$ cat src/rtl/eirq_pkg.sv
package eirq_pkg;
  localparam int NUM_PINS  = 4;
  localparam int WORD_W    = 32;
  localparam int EN_TOP    = 11;
  localparam int ACK_TOP   = 27;
  localparam int SENSE_TOP = 23;
  localparam int MASTER_BIT = 12;
  localparam int ROUTE_BIT  = 0;

  typedef enum logic [1:0] {
    SENSE_LVL_HIGH = 2'd0,
    SENSE_RISE     = 2'd1,
    SENSE_FALL     = 2'd2,
    SENSE_LVL_LOW  = 2'd3
  } sense_e;

  typedef struct packed {
    logic [NUM_PINS-1:0]      pinEn;
    logic [NUM_PINS-1:0]      ackPulse;
    logic [NUM_PINS-1:0][1:0] sense;
    logic                     masterEn;
  } ctrlStrobes_t;
endpackage

$ cat src/rtl/eirq_ctrl.sv
module eirq_ctrl
  import eirq_pkg::*;
(
  input  logic              clk,
  input  logic              rstN,
  input  logic              regWe,
  input  logic [WORD_W-1:0] regWdata,
  output logic [WORD_W-1:0] regRdata,
  output ctrlStrobes_t      strobes,
  output logic              critRouteNormal
);
  localparam logic [WORD_W-1:0] USED_MASK = 32'h0FFF_1F01;

  logic [NUM_PINS-1:0]      enReg;
  logic [NUM_PINS-1:0][1:0] senseReg;
  logic                     masterReg;
  logic                     routeReg;
  logic                     unusedWdata;

  assign unusedWdata = ^(regWdata & ~USED_MASK);

  always_ff @(posedge clk or negedge rstN) begin
    if (!rstN) begin
      enReg     <= '0;
      senseReg  <= '0;
      masterReg <= 1'b0;
      routeReg  <= 1'b0;
    end else if (regWe) begin
      for (int n = 0; n < NUM_PINS; n++) begin
        enReg[n]    <= regWdata[EN_TOP-n];
        senseReg[n] <= regWdata[SENSE_TOP-2*n -: 2];
      end
      masterReg <= regWdata[MASTER_BIT];
      routeReg  <= regWdata[ROUTE_BIT];
    end
  end

  always_comb begin
    regRdata = '0;
    for (int n = 0; n < NUM_PINS; n++) begin
      regRdata[EN_TOP-n]              = enReg[n];
      regRdata[SENSE_TOP-2*n -: 2]    = senseReg[n];
      strobes.ackPulse[n]             = regWe & regWdata[ACK_TOP-n];
    end
    regRdata[MASTER_BIT] = masterReg;
    regRdata[ROUTE_BIT]  = routeReg;
    strobes.pinEn        = enReg;
    strobes.sense        = senseReg;
    strobes.masterEn     = masterReg;
  end

  assign critRouteNormal = routeReg;
endmodule

$ cat src/rtl/eirq_datapath.sv
module eirq_datapath
  import eirq_pkg::*;
#(
  parameter int SYNC_STAGES = 2
) (
  input  logic                clk,
  input  logic                rstN,
  input  logic [NUM_PINS-1:0] extPin,
  input  ctrlStrobes_t        strobes,
  output logic [NUM_PINS-1:0] pendOut
);
  for (genvar g = 0; g < NUM_PINS; g++) begin : g_pin
    logic [SYNC_STAGES:0] pipe;
    logic   cur, prev, live, rise, fall, edgeHit, sticky, selVal;
    sense_e mode;

    always_ff @(posedge clk or negedge rstN) begin
      if (!rstN) pipe <= '0;
      else       pipe <= {pipe[SYNC_STAGES-1:0], extPin[g]};
    end

    assign cur  = pipe[SYNC_STAGES-1];
    assign prev = pipe[SYNC_STAGES];
    assign mode = sense_e'(strobes.sense[g]);
    assign live = strobes.pinEn[g] & strobes.masterEn;
    assign rise = cur & ~prev;
    assign fall = ~cur & prev;
    assign edgeHit = live & (((mode == SENSE_RISE) & rise) |
                             ((mode == SENSE_FALL) & fall));

    always_ff @(posedge clk or negedge rstN) begin
      if (!rstN)                    sticky <= 1'b0;
      else if (edgeHit)             sticky <= 1'b1;
      else if (strobes.ackPulse[g]) sticky <= 1'b0;
    end

    always_comb begin
      case (mode)
        SENSE_LVL_HIGH: selVal = cur;
        SENSE_LVL_LOW:  selVal = ~cur;
        default:        selVal = sticky;
      endcase
    end

    assign pendOut[g] = live & selVal;
  end
endmodule

$ cat src/rtl/ext_irq_sense.sv
module ext_irq_sense
  import eirq_pkg::*;
#(
  parameter int SYNC_STAGES = 2
) (
  input  logic        clk,
  input  logic        rstN,
  input  logic        regWe,
  input  logic [31:0] regWdata,
  output logic [31:0] regRdata,
  input  logic [3:0]  extPin,
  output logic        critPend,
  output logic [3:1]  mainPend,
  output logic        critRouteNormal
);
  ctrlStrobes_t        strobes;
  logic [NUM_PINS-1:0] pendVec;

  eirq_ctrl u_ctrl (
    .clk(clk), .rstN(rstN), .regWe(regWe), .regWdata(regWdata),
    .regRdata(regRdata), .strobes(strobes), .critRouteNormal(critRouteNormal)
  );

  eirq_datapath #(.SYNC_STAGES(SYNC_STAGES)) u_dp (
    .clk(clk), .rstN(rstN), .extPin(extPin), .strobes(strobes), .pendOut(pendVec)
  );

  assign critPend = pendVec[0];
  assign mainPend = pendVec[3:1];
endmodule

$ cat config.mk
export PLATFORM = sky130hd
export DESIGN_NAME = ext_irq_sense
export DESIGN_NICKNAME = d
export VERILOG_FILES = /design/src/rtl/eirq_pkg.sv /design/src/rtl/eirq_ctrl.sv /design/src/rtl/eirq_datapath.sv /design/src/rtl/ext_irq_sense.sv
export SDC_FILE = /design/constraint.sdc
export NUM_CORES = 1
export LEC_CHECK = 0
export BUFFER_PORTS_ARGS = -buffer_cell sky130_fd_sc_hd__clkbuf_2
export CORE_MARGIN = 1
export CORE_UTILIZATION = 50
export DETAILED_ROUTE_END_ITERATION = 8
export PLACE_DENSITY = 0.84
export SLEW_MARGIN = 30
export SYNTH_ARGS = -nofsm -noshare
export SYNTH_HDL_FRONTEND = slang
export SYNTH_HIERARCHICAL = 1
export SYNTH_SLANG_ARGS = --single-unit
$ cat constraint.sdc
create_clock -name clk -period 1.8 [get_ports clk]
set_input_delay 0.27 -clock clk [delete_from_list [all_inputs] [get_ports clk]]
set_output_delay 0.27 -clock clk [all_outputs]
set_load 0.02 [all_outputs]
==> flow_metrics.py, run 1 <==
metrics = {
    "outcome": {
        "run_status": "finished, violations left",
        "violations": "negative hold slack",
    },
    "pwr": {
        "comb_power_share_pct": 26.1,
        "swShare_pct": 30.3,
        "power.leakage_nw": 1.05,
        "power.internal_mw": 1.12,
        "switchingPower_mw": 0.486,
        "p_per_area_nw_per_um2": 799,
        "ir_drop_v": 0.000679,
        "p_clk_share_pct": 25.2,
        "p_seq_share_pct": 48.7,
    },
    "critical_path": {
        "r2r_setup_slack_ns": 0.42,
        "required_ns": 1.53,
        "cp-start-kind": "flip-flop",
        "max_stage_delay_ns": 0.43,
        "critPathKind": "reg -> out",
        "crit_family": "flip-flops",
        "cp_data_arrival_time_ns": 1.51,
        "cp-end-kind": "output pin",
        "crit_fanout": 4,
        "cp_common_cell": "a211oi_2",
        "worstPathCellList": "ha_2 > nor2b_1 > a211oi_2 > a211oi_2 > buf_4",
        "slowest_stage": "dfrtp_1",
        "cp_num_buf_inv": 1,
    },
    "timing": {
        "timing.slew.headroom_pct": 51.8,
        "finalCriticalPeriod_ns": 1.78,
        "max_freq_ghz": 0.563,
        "rsz0062_at_grt": "yes",
        "fin_skew_ns": 0.00874,
        "hold_ws_ns": -0.00228,
        "drv_slew": 0,
        "finalCritPeriodShare_pct": 98.6,
        "hold_viol_final": 2,
        "tightest_slew_ns": 0.724,
        "layout_setup_ws_ns": 0.0245,
        "finalSetupViolCount": 0,
    },
    "drt": {
        "via_per_inst": 4.54,
        "drc": 0,
        "post_drt_wl_per_cell_microns": 11.3,
        "wl_mm": 2.65,
        "drt_iter0_markers": 14,
        "via_count": 1066,
        "antenna_left": 0,
        "firstDrtPassIters": 4,
    },
    "place": {
        "place_hpwl_mm": 1.74,
        "port_buffers": 43,
        "gp_congestion": 0.746,
        "dp.cells": 213,
        "dp_slack_ns": 0.227,
        "post_dp_cell_area_sq_um": 1760,
    },
    "logic_synthesis": {
        "ys_seq_area_share_pct": 44.4,
        "synth_cells": 144,
        "ys_types": 22,
        "ys_warn_count": 6,
        "synth_area_sq_um": 1690,
        "syn_avg_cell_area_sq_um": 11.7,
        "ys_ff_latch": 30,
    },
    "grt": {
        "grt_pass1_vias": 1018,
        "grt_overflow": 0,
        "grt_max_degree": 31,
        "grtUsageTotal_pct": 17.3,
        "antenna_found_initial": 0,
        "grt_pass1_wl_mm": 4.43,
    },
    "clock_tree": {
        "cts_max_level": 2,
        "clock_path_buffers": 2,
        "cts-root-buf": "clkbuf_4",
        "cts.sinks": 30,
        "numCtsBuffers": 5,
        "clk_pin_slew_worst_paths_ns": 0.09,
        "cts_tree": "done",
        "clk-insertion-delay-late_ns": 0.31,
    },
    "die": {
        "start_util_pct": 54.1,
        "dieArea_sq_um": 3620,
        "fp.dieH_microns": 60.2,
        "row_count": 20,
        "core_sq_um": 3130,
        "num_io_pins": 76,
        "fp.dieW_microns": 60.2,
    },
    "finish": {
        "drive_gt1_share_pct": 51.8,
        "area_growth_pct": 18.5,
        "design_area_sq_um": 2000,
        "finalNetCount": 245,
        "n_fill_cell": 260,
        "fin_cells": 235,
        "antenna_cells": 0,
    },
    "flow_run": {
        "maxCapViolCount": 0,
    },
    "worst_hold_path": {
        "hold_path_class": "in -> async",
    },
}
state kept, by name, summed over array words and instances (netlist names):
signal                  count
u_ctrl/regRdata             8
u_dp/g_pin.sticky           4
u_ctrl/masterReg            1
u_dp/g_pin.pipe            12
u_ctrl/critRouteNormal      1
u_ctrl/enReg                4
power groups by stage:
stage / Combinational [mW] / Clock [mW] / Sequential [mW]
after CTS: 0.400 / 0.423 / 0.777
after global placement: 0.318 / 0 / 0.792
after global routing: 0.460 / 0.462 / 0.789
final: 0.418 / 0.404 / 0.779
after detailed placement: 0.324 / 0 / 0.796
after floorplan: 0.282 / 0 / 0.810
final timing paths:
path	depth (start not counted)	end	from
max	5	mainPend[3]	u_ctrl/regRdata[16]
min	1	u_dp/g_pin[0].pipe[0]	rstN
min in group clk	1	u_dp/g_pin[3].pipe[0]	extPin[3]
max reg2reg	6	u_dp/g_pin[1].sticky	u_ctrl/regRdata[20]
min reg2reg	0	u_dp/g_pin[1].pipe[1]	u_dp/g_pin[1].pipe[0]
max in group asynchronous	1	u_dp/g_pin[2].pipe[1]	rstN
cells in the mapped netlist:
cell | count | area (sq um)
a211oi_1 | 4 | 30.0
a31oi_1 | 2 | 12.5
a32o_1 | 2 | 20.0
and2_2 | 4 | 30.0
and3_1 | 2 | 12.5
and3b_1 | 2 | 17.5
buf_12 | 1 | 20.0
buf_4 | 33 | 248
buf_6 | 1 | 11.3
conb_1 | 1 | 3.75
dfrtp_1 | 30 | 751
ha_1 | 16 | 200
inv_1 | 14 | 52.6
mux2_2 | 8 | 90.1
mux2_4 | 6 | 90.1
mux2i_1 | 2 | 20.0
nand2_1 | 6 | 22.5
nand3b_1 | 2 | 15.0
nor2b_1 | 2 | 12.5
o21ai_0 | 1 | 5.00
o21ai_1 | 3 | 15.0
o22ai_1 | 2 | 12.5
area by class of cell:
type,instances,area [sq um],area share (%)
inverters,14,52.6,2.62
well taps,44,55.1,2.75
clock inverters,1,5.00,0.250
clock buffers,7,55.1,2.75
multi-input cells,82,746,37.2
flip-flops and latches,30,751,37.5
repair buffers,57,340,17.0
cell families after synthesis:
kind of cell | Yosys count | share of synthesized area (%)
flip-flops | 30 | 44.4
other | 1 | 0.222
adder cells (fa/ha/maj) | 16 | 11.8
buffers and inverters | 49 | 19.6
AO/OA/AOI/OAI | 14 | 5.62
multiplexers | 16 | 11.8
AND/OR/NAND/NOR | 18 | 6.51
layer usage:
layer	vias to the layer above	GRT usage (%)	part of all wire [%]
li1	512	-	-
met1	501	19.6	43
met2	51	29.5	50
met3	2	6.49	6.1
met4	0	5.98	0.53
met5	-	0	0
worst reg2reg max path, stage by stage (launching register included):
cell     delay (ns)
dfrtp_1        0.43
buf_4          0.15
buf_4          0.12
ha_1           0.18
and3b_1        0.17
a31oi_1        0.14
o22ai_1        0.08
stage by stage:
| step | TNS, ns | utilization [%] | hold WS [ns] | power (mW) |
|---|---|---|---|---|
| finish | 0 | 64.1 | -0.00228 | 1.60 |
| floorplan | 0 | - | -0.0256 | 1.09 |
| CTS | 0 | 62.9 | 0.00315 | 1.60 |
| global placement | 0 | 56.2 | 0.332 | 1.11 |
| detailed placement | 0 | 56.2 | 0.338 | 1.12 |
| global route | -0.212 | 64.1 | 0.0145 | 1.71 |
what timing repair did:
item,4_1_cts,5_1_grt
pin swaps,5,5
buffers inserted,11,3
gates resized for setup,14,7
hold buffers,0,0
gates cloned,0,0
endpoints found under the setup margin,4,4
cell usage in the layout (no fill, tap or decap):
| cell | count |
|---|---|
| a211oi_2 | 4 |
| a31oi_1 | 2 |
| a32o_1 | 2 |
| and2_2 | 4 |
| and3_1 | 2 |
| and3b_1 | 2 |
| buf_4 | 15 |
| clkbuf_1 | 1 |
| clkbuf_2 | 40 |
| clkbuf_4 | 5 |
| clkbuf_8 | 3 |
| clkinv_2 | 1 |
| conb_1 | 18 |
| dfrtp_1 | 30 |
| ha_1 | 11 |
| ha_2 | 1 |
| ha_4 | 4 |
| inv_1 | 6 |
| inv_2 | 8 |
| mux2_2 | 8 |
| mux2_4 | 6 |
| mux2i_1 | 2 |
| nand2_1 | 6 |
| nand3b_1 | 2 |
| nor2b_1 | 2 |
| o21ai_0 | 1 |
| o21ai_1 | 3 |
| o22ai_1 | 2 |
Power figures use the tool's default switching activity.
==> inputs of run 2 (changes only) <==
--- a/config.mk
+++ b/config.mk
@@ -10,7 +10,7 @@
 export CORE_UTILIZATION = 50
 export DETAILED_ROUTE_END_ITERATION = 8
 export PLACE_DENSITY = 0.84
-export SLEW_MARGIN = 30
+export SLEW_MARGIN = 20
 export SYNTH_ARGS = -nofsm -noshare
 export SYNTH_HDL_FRONTEND = slang
 export SYNTH_HIERARCHICAL = 1
==> constraint.sdc (replaced) <==
create_clock -name clk -period 2.15 [get_ports clk]
set_input_delay 0.3225 -clock clk [delete_from_list [all_inputs] [get_ports clk]]
set_output_delay 0.3225 -clock clk [all_outputs]
set_load 0.02 [all_outputs]
==> flow_metrics.py, run 2 (same netlist as run 1, synthesis figures left out) <==
metrics = {
    "outcome": {
        "run_status": "complete, no violations",
    },
    "drt": {
        "post_drt_wl_per_cell_microns": 10.6,
        "wl_mm": 2.34,
        "drc": 0,
        "firstDrtPassIters": 4,
        "via_count": 1016,
        "via_per_inst": 4.60,
        "antenna_left": 0,
        "drt_iter0_markers": 23,
    },
    "timing": {
        "drv_slew": 0,
        "tightest_slew_ns": 0.720,
        "fin_skew_ns": 0.00553,
        "hold_viol_final": 0,
        "fin_setup_tns_ns": 0,
        "timing.slew.headroom_pct": 52.0,
        "finalCriticalPeriod_ns": 1.94,
        "layout_setup_ws_ns": 0.212,
        "max_freq_ghz": 0.516,
        "rsz0062_at_grt": "no",
        "finalCritPeriodShare_pct": 90.2,
        "finalSetupViolCount": 0,
        "hold_ws_ns": 0.0416,
    },
    "critical_path": {
        "cp_data_arrival_time_ns": 1.62,
        "cp-end-kind": "output pin",
        "critPathKind": "reg -> out",
        "crit_fanout": 5,
        "required_ns": 1.83,
        "cp-start-kind": "flip-flop",
    },
    "finish": {
        "largest_register_ffs": 12,
        "design_area_sq_um": 1810,
        "fin_cells": 221,
        "n_fill_cell": 270,
        "top_register": "u_dp/g_pin.pipe",
        "finalNetCount": 231,
        "area_growth_pct": 6.80,
        "final_cell_mix": "clkbuf_2 (43), dfrtp_1 (30), conb_1 (18), ha_1 (16), inv_1 (14)",
        "antenna_cells": 0,
        "utilization_pct": 57.8,
        "drive_gt1_share_pct": 38.4,
        "layout_commonest_cell": "clkbuf_2",
    },
    "clock_tree": {
        "post_cts_buffers": 0,
        "cts.sinks": 30,
        "cts_tree": "done",
        "clk-insertion-delay-late_ns": 0.32,
        "cts-root-buf": "clkbuf_4",
        "clk_pin_slew_worst_paths_ns": 0.09,
        "cts_max_level": 2,
        "numCtsBuffers": 5,
        "cts_hold_buf": 0,
        "clock_path_buffers": 2,
        "post_cts_resized": 0,
    },
    "place": {
        "place_hpwl_mm": 1.71,
        "gp_congestion": 0.730,
        "port_buffers": 43,
        "dp_slack_ns": 0.556,
        "dp.cells": 213,
        "post_dp_cell_area_sq_um": 1750,
    },
    "grt": {
        "antenna_found_initial": 0,
        "grt_max_degree": 31,
        "grt_overflow": 0,
        "grt_pass1_vias": 928,
        "grtUsageTotal_pct": 14.7,
        "grt_pass1_wl_mm": 3.77,
    },
    "die": {
        "fp.dieH_microns": 60.2,
        "num_io_pins": 76,
        "dieArea_sq_um": 3620,
        "fp.dieW_microns": 60.2,
        "core_sq_um": 3130,
        "start_util_pct": 54.1,
        "row_count": 20,
    },
    "pwr": {
        "finalPower_mw": 1.26,
        "p_per_area_nw_per_um2": 697,
        "power.leakage_nw": 0.983,
        "ir_drop_v": 0.000444,
    },
    "worst_hold_path": {
        "hold_path_class": "in -> async",
    },
    "flow_run": {
        "maxCapViolCount": 0,
    },
}
[run 2: cell types whose count changed in the layout (fill, tap and decap cells not counted)]
cell	change
buf_4	-15
clkbuf_2	+3
a211oi_1	+4
ha_1	+5
clkbuf_8	-2
a211oi_2	-4
inv_1	+8
inv_2	-8
ha_4	-4
ha_2	-1
[run 2: per-layer routing]
layer / vias to the layer above / wire, microns / track usage (%)
met3: 5 / 184 / 5.19
met4: 0 / 41 / 6.98
li1: 491 / - / -
met5: - / 0 / 0
met2: 54 / 1060 / 23.7
met1: 466 / 1050 / 17.4
[run 2: worst paths after layout]
check	startpoint	end	slack [ns]	cells after the start
min in group clk	extPin[0]	u_dp/g_pin[0].pipe[0]	0.10	1
max in group asynchronous	rstN	u_dp/g_pin[3].sticky	1.64	1
hold / removal	rstN	u_ctrl/enReg[1]	0.04	1
setup / recovery	u_ctrl/regRdata[16]	mainPend[3]	0.21	4
setup reg to reg	u_ctrl/regRdata[17]	u_dp/g_pin[3].sticky	0.95	5
hold reg to reg	u_dp/g_pin[2].pipe[0]	u_dp/g_pin[2].pipe[1]	0.35	0
[run 2: worst max-delay path, cell delays in order, from the launching register on]
cell and delay (ns):
dfrtp_1 0.43, inv_1 0.09, ha_1 0.31, a211oi_1 0.26, clkbuf_2 0.21
[run 2: power breakdown]
group          internal (mW)  total [mW]  leakage (nW)  switching (mW)
clock network          0.158       0.342        0.0353           0.183
registers              0.610       0.654         0.357          0.0435
logic                  0.110       0.264         0.590           0.154
total                  0.879        1.26         0.983           0.381
[run 2: final cells by class]
class	instances	area, sq um	area share, %
Sequential cell	30	751	41.6
Multi-Input combinational cell	82	673	37.3
Timing Repair Buffer	43	215	11.9
Clock buffer	7	55.1	3.05
Tap cell	44	55.1	3.05
Inverter	14	52.6	2.91
Clock inverter	1	5.00	0.277
